`src/rtl/eew_pkg.sv`:
```
package eew_pkg;
  typedef enum logic [1:0] {
    REG_PTR  = 2'd0,
    REG_DATA = 2'd1,
    REG_CTRL = 2'd2,
    REG_KEY  = 2'd3
  } reg_sel_e;

  typedef enum logic [1:0] {
    PH_IDLE  = 2'd0,
    PH_ERASE = 2'd1,
    PH_PROG  = 2'd2
  } phase_e;

  typedef enum logic [1:0] {
    KS_NONE  = 2'd0,
    KS_HALF  = 2'd1,
    KS_ARMED = 2'd2
  } key_state_e;

  localparam int CB_PROG = 7;
  localparam int CB_CFG  = 6;
  localparam int CB_DONE = 4;
  localparam int CB_ERR  = 3;
  localparam int CB_WEN  = 2;
  localparam int CB_GO   = 1;

  localparam logic [7:0] KEY_FIRST  = 8'h55;
  localparam logic [7:0] KEY_SECOND = 8'hAA;
  localparam logic [7:0] ERASED     = 8'hFF;
endpackage

```
`src/rtl/eew_rst_sync.sv`:
```
module eew_rst_sync (
  input  logic clk,
  input  logic rst_n,
  output logic srst_n
);
  logic meta_q;

  always_ff @(posedge clk or negedge rst_n) begin
    if (!rst_n) begin
      meta_q <= 1'b0;
      srst_n <= 1'b0;
    end else begin
      meta_q <= 1'b1;
      srst_n <= meta_q;
    end
  end
endmodule

```
`src/rtl/eew_key.sv`:
```
module eew_key
  import eew_pkg::*;
(
  input  logic       clk,
  input  logic       rst_n,
  input  logic       wr_any,
  input  logic       wr_key,
  input  logic [7:0] wdata,
  output logic       armed
);
  key_state_e state_q, state_d;

  always_comb begin
    state_d = state_q;
    if (wr_any) begin
      if (wr_key) begin
        if (wdata == KEY_FIRST)
          state_d = KS_HALF;
        else if (wdata == KEY_SECOND && state_q == KS_HALF)
          state_d = KS_ARMED;
        else
          state_d = KS_NONE;
      end else begin
        state_d = KS_NONE;
      end
    end
  end

  always_ff @(posedge clk or negedge rst_n) begin
    if (!rst_n) state_q <= KS_NONE;
    else        state_q <= state_d;
  end

  assign armed = (state_q == KS_ARMED);

  // armed is only ever entered from the half-key state
  p_armed_from_half_r3: assert property (@(posedge clk) disable iff (!rst_n)
    (state_q == KS_ARMED && $past(state_q) != KS_ARMED) |-> $past(state_q) == KS_HALF);
endmodule

```
`src/rtl/eew_seq.sv`:
```
module eew_seq
  import eew_pkg::*;
#(
  parameter int ERASE_CYC = 4,
  parameter int PROG_CYC  = 6
) (
  input  logic clk,
  input  logic rst_n,
  input  logic launch,
  output logic busy,
  output logic prog_last
);
  localparam int MAXC = (ERASE_CYC > PROG_CYC) ? ERASE_CYC : PROG_CYC;
  localparam int CW   = $clog2(MAXC) + 1;
  localparam logic [CW-1:0] E_LOAD = CW'(ERASE_CYC - 1);
  localparam logic [CW-1:0] P_LOAD = CW'(PROG_CYC - 1);

  phase_e        phase_q, phase_d;
  logic [CW-1:0] cnt_q, cnt_d;
  logic          cnt_en;

  always_comb begin
    phase_d = phase_q;
    cnt_d   = cnt_q;
    cnt_en  = 1'b0;
    unique case (phase_q)
      PH_IDLE: if (launch) begin
        phase_d = PH_ERASE;
        cnt_d   = E_LOAD;
        cnt_en  = 1'b1;
      end
      PH_ERASE: begin
        cnt_en = 1'b1;
        if (cnt_q == '0) begin
          phase_d = PH_PROG;
          cnt_d   = P_LOAD;
        end else begin
          cnt_d = cnt_q - 1'b1;
        end
      end
      PH_PROG: begin
        cnt_en = 1'b1;
        if (cnt_q == '0) phase_d = PH_IDLE;
        else             cnt_d   = cnt_q - 1'b1;
      end
      default: phase_d = PH_IDLE;
    endcase
  end

  always_ff @(posedge clk or negedge rst_n) begin
    if (!rst_n) begin
      phase_q <= PH_IDLE;
      cnt_q   <= '0;
    end else begin
      phase_q <= phase_d;
      if (cnt_en) cnt_q <= cnt_d;
    end
  end

  assign busy      = (phase_q != PH_IDLE);
  assign prog_last = (phase_q == PH_PROG) && (cnt_q == '0);

  // erase always hands over to program, never straight to idle
  p_erase_then_prog_r6: assert property (@(posedge clk) disable iff (!rst_n)
    (phase_q == PH_ERASE && cnt_q == '0) |=> phase_q == PH_PROG);
  // a launch request is never seen while a cycle runs
  p_no_restart_r12: assert property (@(posedge clk) disable iff (!rst_n)
    busy |-> !launch);
endmodule

```
`src/rtl/eew_array.sv`:
```
module eew_array
  import eew_pkg::*;
#(
  parameter int AW = 8
) (
  input  logic          clk,
  input  logic          erase_en,
  input  logic          prog_en,
  input  logic [AW-1:0] waddr,
  input  logic [7:0]    wdata,
  input  logic [AW-1:0] raddr,
  output logic [7:0]    rdata
);
  localparam int DEPTH = 1 << AW;

  logic [7:0] mem_q [DEPTH];

  always_ff @(posedge clk) begin
    if (erase_en)     mem_q[waddr] <= ERASED;
    else if (prog_en) mem_q[waddr] <= wdata;
  end

  assign rdata = mem_q[raddr];
endmodule

```
`src/rtl/eew_ctrl.sv`:
```
module eew_ctrl
  import eew_pkg::*;
#(
  parameter int AW        = 8,
  parameter int ERASE_CYC = 4,
  parameter int PROG_CYC  = 6
) (
  input  logic       clk,
  input  logic       rst_n,
  input  logic       bus_wr,
  input  logic [1:0] bus_addr,
  input  logic [7:0] bus_wdata,
  output logic [7:0] bus_rdata,
  output logic       done_pulse
);
  localparam int PAD = (AW < 8) ? 8 - AW : 0;

  logic          srst_n;
  logic [AW-1:0] ptr_q, ptr_d;
  logic [7:0]    dat_q, dat_d;
  logic          prog_q, prog_d, cfg_q, cfg_d, wen_q, wen_d;
  logic          done_q, done_d, err_q, err_d, pulse_q;
  logic          wr_ptr, wr_dat, wr_ctl, wr_key;
  logic          go_req, attempt, launch, refuse;
  logic          armed, busy, prog_last;
  logic [7:0]    arr_rdata;

  eew_rst_sync u_rst (.clk(clk), .rst_n(rst_n), .srst_n(srst_n));

  eew_key u_key (
    .clk(clk), .rst_n(srst_n), .wr_any(bus_wr), .wr_key(wr_key),
    .wdata(bus_wdata), .armed(armed)
  );

  eew_seq #(.ERASE_CYC(ERASE_CYC), .PROG_CYC(PROG_CYC)) u_seq (
    .clk(clk), .rst_n(srst_n), .launch(launch), .busy(busy), .prog_last(prog_last)
  );

  eew_array #(.AW(AW)) u_arr (
    .clk(clk), .erase_en(launch), .prog_en(prog_last), .waddr(ptr_q),
    .wdata(dat_q), .raddr(ptr_q), .rdata(arr_rdata)
  );

  // decode
  always_comb begin
    wr_ptr  = bus_wr && (bus_addr == REG_PTR);
    wr_dat  = bus_wr && (bus_addr == REG_DATA);
    wr_ctl  = bus_wr && (bus_addr == REG_CTRL);
    wr_key  = bus_wr && (bus_addr == REG_KEY);
    go_req  = wr_ctl && bus_wdata[CB_GO];
    attempt = go_req && !busy;
    launch  = attempt && armed && wen_q && !prog_q && !cfg_q;
    refuse  = attempt && !launch;
  end

  // next state
  always_comb begin
    ptr_d  = ptr_q;
    dat_d  = dat_q;
    prog_d = prog_q;
    cfg_d  = cfg_q;
    wen_d  = wen_q;
    if (wr_ptr && !busy) ptr_d = bus_wdata[AW-1:0];
    if (wr_dat && !busy) dat_d = bus_wdata;
    if (wr_ctl) begin
      prog_d = bus_wdata[CB_PROG];
      cfg_d  = bus_wdata[CB_CFG];
      wen_d  = bus_wdata[CB_WEN];
    end
    if (refuse)                         err_d = 1'b1;
    else if (wr_ctl && bus_wdata[CB_ERR]) err_d = 1'b0;
    else                                err_d = err_q;
    if (prog_last)                       done_d = 1'b1;
    else if (wr_ctl && bus_wdata[CB_DONE]) done_d = 1'b0;
    else                                 done_d = done_q;
  end

  // registers
  always_ff @(posedge clk or negedge srst_n) begin
    if (!srst_n) begin
      ptr_q   <= '0;
      dat_q   <= '0;
      prog_q  <= 1'b0;
      cfg_q   <= 1'b0;
      wen_q   <= 1'b0;
      done_q  <= 1'b0;
      err_q   <= 1'b0;
      pulse_q <= 1'b0;
    end else begin
      ptr_q   <= ptr_d;
      dat_q   <= dat_d;
      prog_q  <= prog_d;
      cfg_q   <= cfg_d;
      wen_q   <= wen_d;
      done_q  <= done_d;
      err_q   <= err_d;
      pulse_q <= prog_last;
    end
  end

  // read mux
  always_comb begin
    unique case (bus_addr)
      REG_PTR:  bus_rdata = {{PAD{1'b0}}, ptr_q};
      REG_DATA: bus_rdata = arr_rdata;
      REG_CTRL: bus_rdata = {prog_q, cfg_q, 1'b0, done_q, err_q, wen_q, busy, 1'b0};
      default:  bus_rdata = 8'h00;
    endcase
  end

  assign done_pulse = pulse_q;

  // a cycle only starts from an armed key with the guards satisfied
  p_launch_guarded_r3: assert property (@(posedge clk) disable iff (!srst_n)
    $rose(busy) |-> $past(armed && wen_q && !prog_q && !cfg_q));
  // pointer holds while busy despite bus writes
  p_ptr_hold_r9: assert property (@(posedge clk) disable iff (!srst_n)
    (busy && wr_ptr) |=> $stable(ptr_q));
  // completion pulse coincides with idle and the sticky done flag
  p_done_end_r7: assert property (@(posedge clk) disable iff (!srst_n)
    pulse_q |-> (!busy && done_q));
  // any start request consumes the key
  p_key_used_r10: assert property (@(posedge clk) disable iff (!srst_n)
    go_req |=> !armed);
endmodule

```
`config.mk`:
```
export PLATFORM = sky130hd
export DESIGN_NAME = eew_ctrl
export DESIGN_NICKNAME = d
export VERILOG_FILES = /design/src/rtl/eew_pkg.sv /design/src/rtl/eew_rst_sync.sv /design/src/rtl/eew_key.sv /design/src/rtl/eew_seq.sv /design/src/rtl/eew_array.sv /design/src/rtl/eew_ctrl.sv
export SDC_FILE = /design/constraint.sdc
export NUM_CORES = 2
export LEC_CHECK = 0
export BUFFER_PORTS_ARGS = -buffer_cell sky130_fd_sc_hd__buf_2
export CAP_MARGIN = 20
export CORE_AREA = 8 8 461 463
export DETAILED_ROUTE_END_ITERATION = 8
export DIE_AREA = 0 0 469 471
export GPL_TIMING_DRIVEN = 0
export HOLD_SLACK_MARGIN = 0.02
export PLACE_DENSITY_LB_ADDON = 0.3
export SLEW_MARGIN = 20
export SYNTH_ARGS = -nofsm -noshare
export SYNTH_HDL_FRONTEND = slang
export SYNTH_SLANG_ARGS = --single-unit
```
`constraint.sdc`:
```
create_clock -name clk -period 3.65 [get_ports clk]
set_input_delay 0.73 -clock clk [delete_from_list [all_inputs] [get_ports clk]]
set_output_delay 0.73 -clock clk [all_outputs]
set_load 0.02 [all_outputs]
```
==> impl_results.md <==
- Outcome: finished with violations
- Failing checks: negative setup slack
- Die area: 221,000 µm²
- Final worst slack: -1.39 ns
- Final setup skew: 0.0398 ns
- Syn avg cell area: 20.4 µm²
- Core Util, Final: 48.6%
- R2r endpoint: u_arr.mem_q[51][4]
- Area leader, netlist: edfxtp_1
- GRT overflow: 0
- Largest net degree at the start of global routing: 73
- Register area share after synthesis: 76.3%
- Cell Area, Synth: 81,600 µm²
- Vias in the first global route: 44,400
- Layout cells sized above 1: 35.7%
- Fin. Hold Viols: 0
- Worst slew pin tran: 1.26 ns
- P_int: 41.1 mW
- CTS root buf: clkbuf_16
- GP Congestion: 0.999
- Chip height: 471 µm
- Tot GR Track Use: 26.1%
- Clk slew on worst S/H paths: 0.07 ns
- CTS tree: done
- Synthesized instance count: 4,001
- FF-to-FF path depth: 10
- Initial DRC Count: 7,421
- Placeable Area: 206,000 µm²
- Clk pwr share: 38.5%
- P_sw: 15.2 mW
- RSZ-0062 raised after global routing: yes
- CP Data Required Time: 2.92 ns
- DR vias/cell: 6.31
- Port bufs: 21
- Seq pwr share: 46.0%
- Clock buffer count from CTS: 208
- CTS Buffer Depth: 3
- Period utilization: 138%
- Clock latency on the worst-skew pair: 0.87 ns
- Worst EP arrival: 4.31 ns
- Post-DP HPWL: 193,000 µm
- Final hold slack: 0.0663 ns
- Critical path fanouts, max: 8
- Drt wl/cell: 40.2 µm
- Post-layout minimum cycle time: 5.04 ns
- Fillers: 16,600
- Pwr Total: 56.3 mW
- H-tree depth: 4
- Mapped Nets: 4,019
- Top-Level Pins: 22
- First-pass GRT wire length: 390,000 µm
- DR vias: 46,300
- Placed standard-cell area: 86,100 µm²
- Starting Density: 39.7%
- Drt drc: 0
- Setup crit end kind: primary output
- Row cnt: 167
- Ys async rst share: 1.54%
- CTS Sinks: 2,080
- Sw frac: 27.0%
- Worst relative slew slack: 15.9%
- Synth Warn #: 0
- LEAKAGE: 37.2 nW
- Final setup fails: 672
- Number of synthesized flops with an enable pin: 2,048
- P per Cell Area: 564 nW/µm²
- Top-area cell type share of the netlist area: 75.3%
- CP Launch Type: flip-flop
- Ys flop type: edfxtp_1
- Setup CP Type: reg2out
- Worst R2R Setup Slack: -0.14 ns
- Die width: 469 µm
- Fin. max-slew vios: 0
- Fin area: 99,900 µm²
- Max Freq: 198 MHz
- Part of the power in combinational logic: 15.5%
- HP Class: reg2async
- Overall routed net length: 295,000 µm
- Initial antenna violation count: 14
- Register bit total from synthesis: 2,080
- Final setup TNS: -44.03 ns
- DR pass1 iterations: 9
- ANT nets after route: 0
- FF-to-FF Start: ptr_q[3]
- Netlist cell types: 81
- Nets: 4,472
- Area added between synthesis and finish: 22.4%
- Max_cap viols: 0
- Synth area leaders: edfxtp_1 75%, mux4_2 11%, mux2i_1 3.1%
- Worst vdd ir: 0.392 mV
what timing repair did:
item / CTS / global route
pin swaps: 74 / 45
setup endpoints to repair: 2196 / 1730
setup buffers: 149 / 36
gates resized for setup: 1091 / 171
hold endpoints to repair: 2 / 0
hold buffers: 1 / 0
cloned: 3 / 1
power groups by stage:
stage / clock network, mW / registers (mW) / logic, mW
global placement: 0 / 26.4 / 6.20
finish: 21.7 / 25.9 / 8.73
floorplan: 0 / 26.4 / 2.86
CTS: 21.6 / 25.9 / 8.25
detailed placement: 0 / 26.4 / 6.22
global route: 22.5 / 25.9 / 8.61
final cells by class:
| cell class | count | area, µm² | share of cell area, % |
|---|---|---|---|
| Sequential cell | 2080 | 62300 | 62.3 |
| Tap cell | 2704 | 3380 | 3.39 |
| Multi-Input combinational cell | 1670 | 20600 | 20.7 |
| Clock inverter | 133 | 1350 | 1.35 |
| Timing Repair Buffer | 247 | 3010 | 3.02 |
| Buffer | 233 | 3690 | 3.70 |
| Clock buffer | 252 | 5470 | 5.48 |
| Antenna cell | 3 | 7.51 | 0.00751 |
| Inverter | 14 | 65.1 | 0.0651 |
synthesized netlist by cell type (all sizes together), types with 8 or more instances:
cell,n
a21oi,75
nand3,34
nor2,299
dfrtp,32
a221o,11
nor2b,17
buf,173
o21ai,58
a31oi,10
nor4,9
and3,10
mux2i,254
o211ai,16
nand4,17
o2111ai,9
clkbuf,65
inv,12
a22oi,95
nand2b,8
or2,11
a221oi,16
o22ai,69
nand2,100
mux4,417
mux2,19
edfxtp,2048
a211oi,10
per-layer routing:
metal  track usage (%)  wire length [µm]  vias up
met5                 0                41        -
met4              14.7             21300        6
met3              8.13             35700      764
met2              39.1            132000     3252
met1              33.7            106000    24600
li1                  -                 -    17600
logic make-up (layout without fill, tap and decap cells):
kind of cell / count (synthesis) / count (layout) / synth area share (%)
adder cells (fa/ha/maj): 5 / 5 / 0.0766
flip-flops: 2080 / 2080 / 76.3
multiplexers: 690 / 690 / 15.0
other: 1 / 4 / 0.00459
AO/OA/AOI/OAI: 425 / 425 / 3.53
AND/OR/NAND/NOR: 548 / 549 / 3.05
buffers and inverters: 252 / 879 / 1.96
per-stage QoR:
stage / cells / setup slack [ns]
after floorplan: 4001 / -0.231
after global placement: 6726 / -3.25
after detailed placement: 6763 / -2.53
after CTS: 7296 / -1.25
after global routing: 7333 / -1.29
final: 7336 / -1.39
state kept, by name, summed over array words and instances (netlist names):
| register | count |
|---|---|
| ptr_q | 8 |
| u_rst.srst_n | 1 |
| dat_q | 8 |
| wen_q | 1 |
| cfg_q | 1 |
| done_q | 1 |
| u_seq.cnt_q | 4 |
| prog_q | 1 |
| u_arr.mem_q | 2048 |
| err_q | 1 |
| u_seq.phase_q | 2 |
| u_rst.meta_q | 1 |
| u_key.state_q | 2 |
| done_pulse | 1 |
critical path, cell delays in order, from the launching register on:
cell and delay [ns]:
dfrtp_2 0.42, buf_12 0.14, buf_16 0.20, buf_16 0.20, buf_16 0.16, mux4_2 0.52, a22oi_2 0.25, a21oi_2 0.14
o21ai_2 0.32, o211ai_1 0.45, a31o_2 0.46, buf_6 0.15
cell usage in the layout (no fill, tap or decap), types with 19 or more instances in the layout:
cell type / instances
buf_16: 89
dfrtp_1: 28
clkinv_2: 37
clkbuf_16: 210
clkbuf_8: 19
buf_12: 86
bufinv_16: 21
a22oi_1: 65
o21ai_0: 39
clkinv_1: 53
o22ai_1: 58
buf_4: 153
mux4_2: 388
a22oi_2: 30
a21oi_1: 50
nor2_2: 73
mux2i_1: 234
nand2_1: 75
nor2_4: 171
mux4_1: 29
clkbuf_2: 19
buf_6: 54
nand3_1: 26
clkbuf_1: 53
edfxtp_1: 2048
nand2_2: 21
nor2_1: 55
buf_2: 20
worst max path at each step:
stage,cells past startpoint,slack [ns],startpoint,to
4_1_cts,12,-1.25,ptr_q[0],bus_rdata[4]
6_report,11,-1.39,ptr_q[0],bus_rdata[4]
3_3_place_gp,6,-3.25,bus_addr[0],u_arr.mem_q[169][7]
2_1_floorplan,5,-0.23,bus_addr[0],u_arr.mem_q[0][0]
3_5_place_dp,11,-2.53,ptr_q[1],bus_rdata[2]
5_1_grt,10,-1.29,ptr_q[2],bus_rdata[3]
Note: power is estimated with default switching activity, not from simulation.
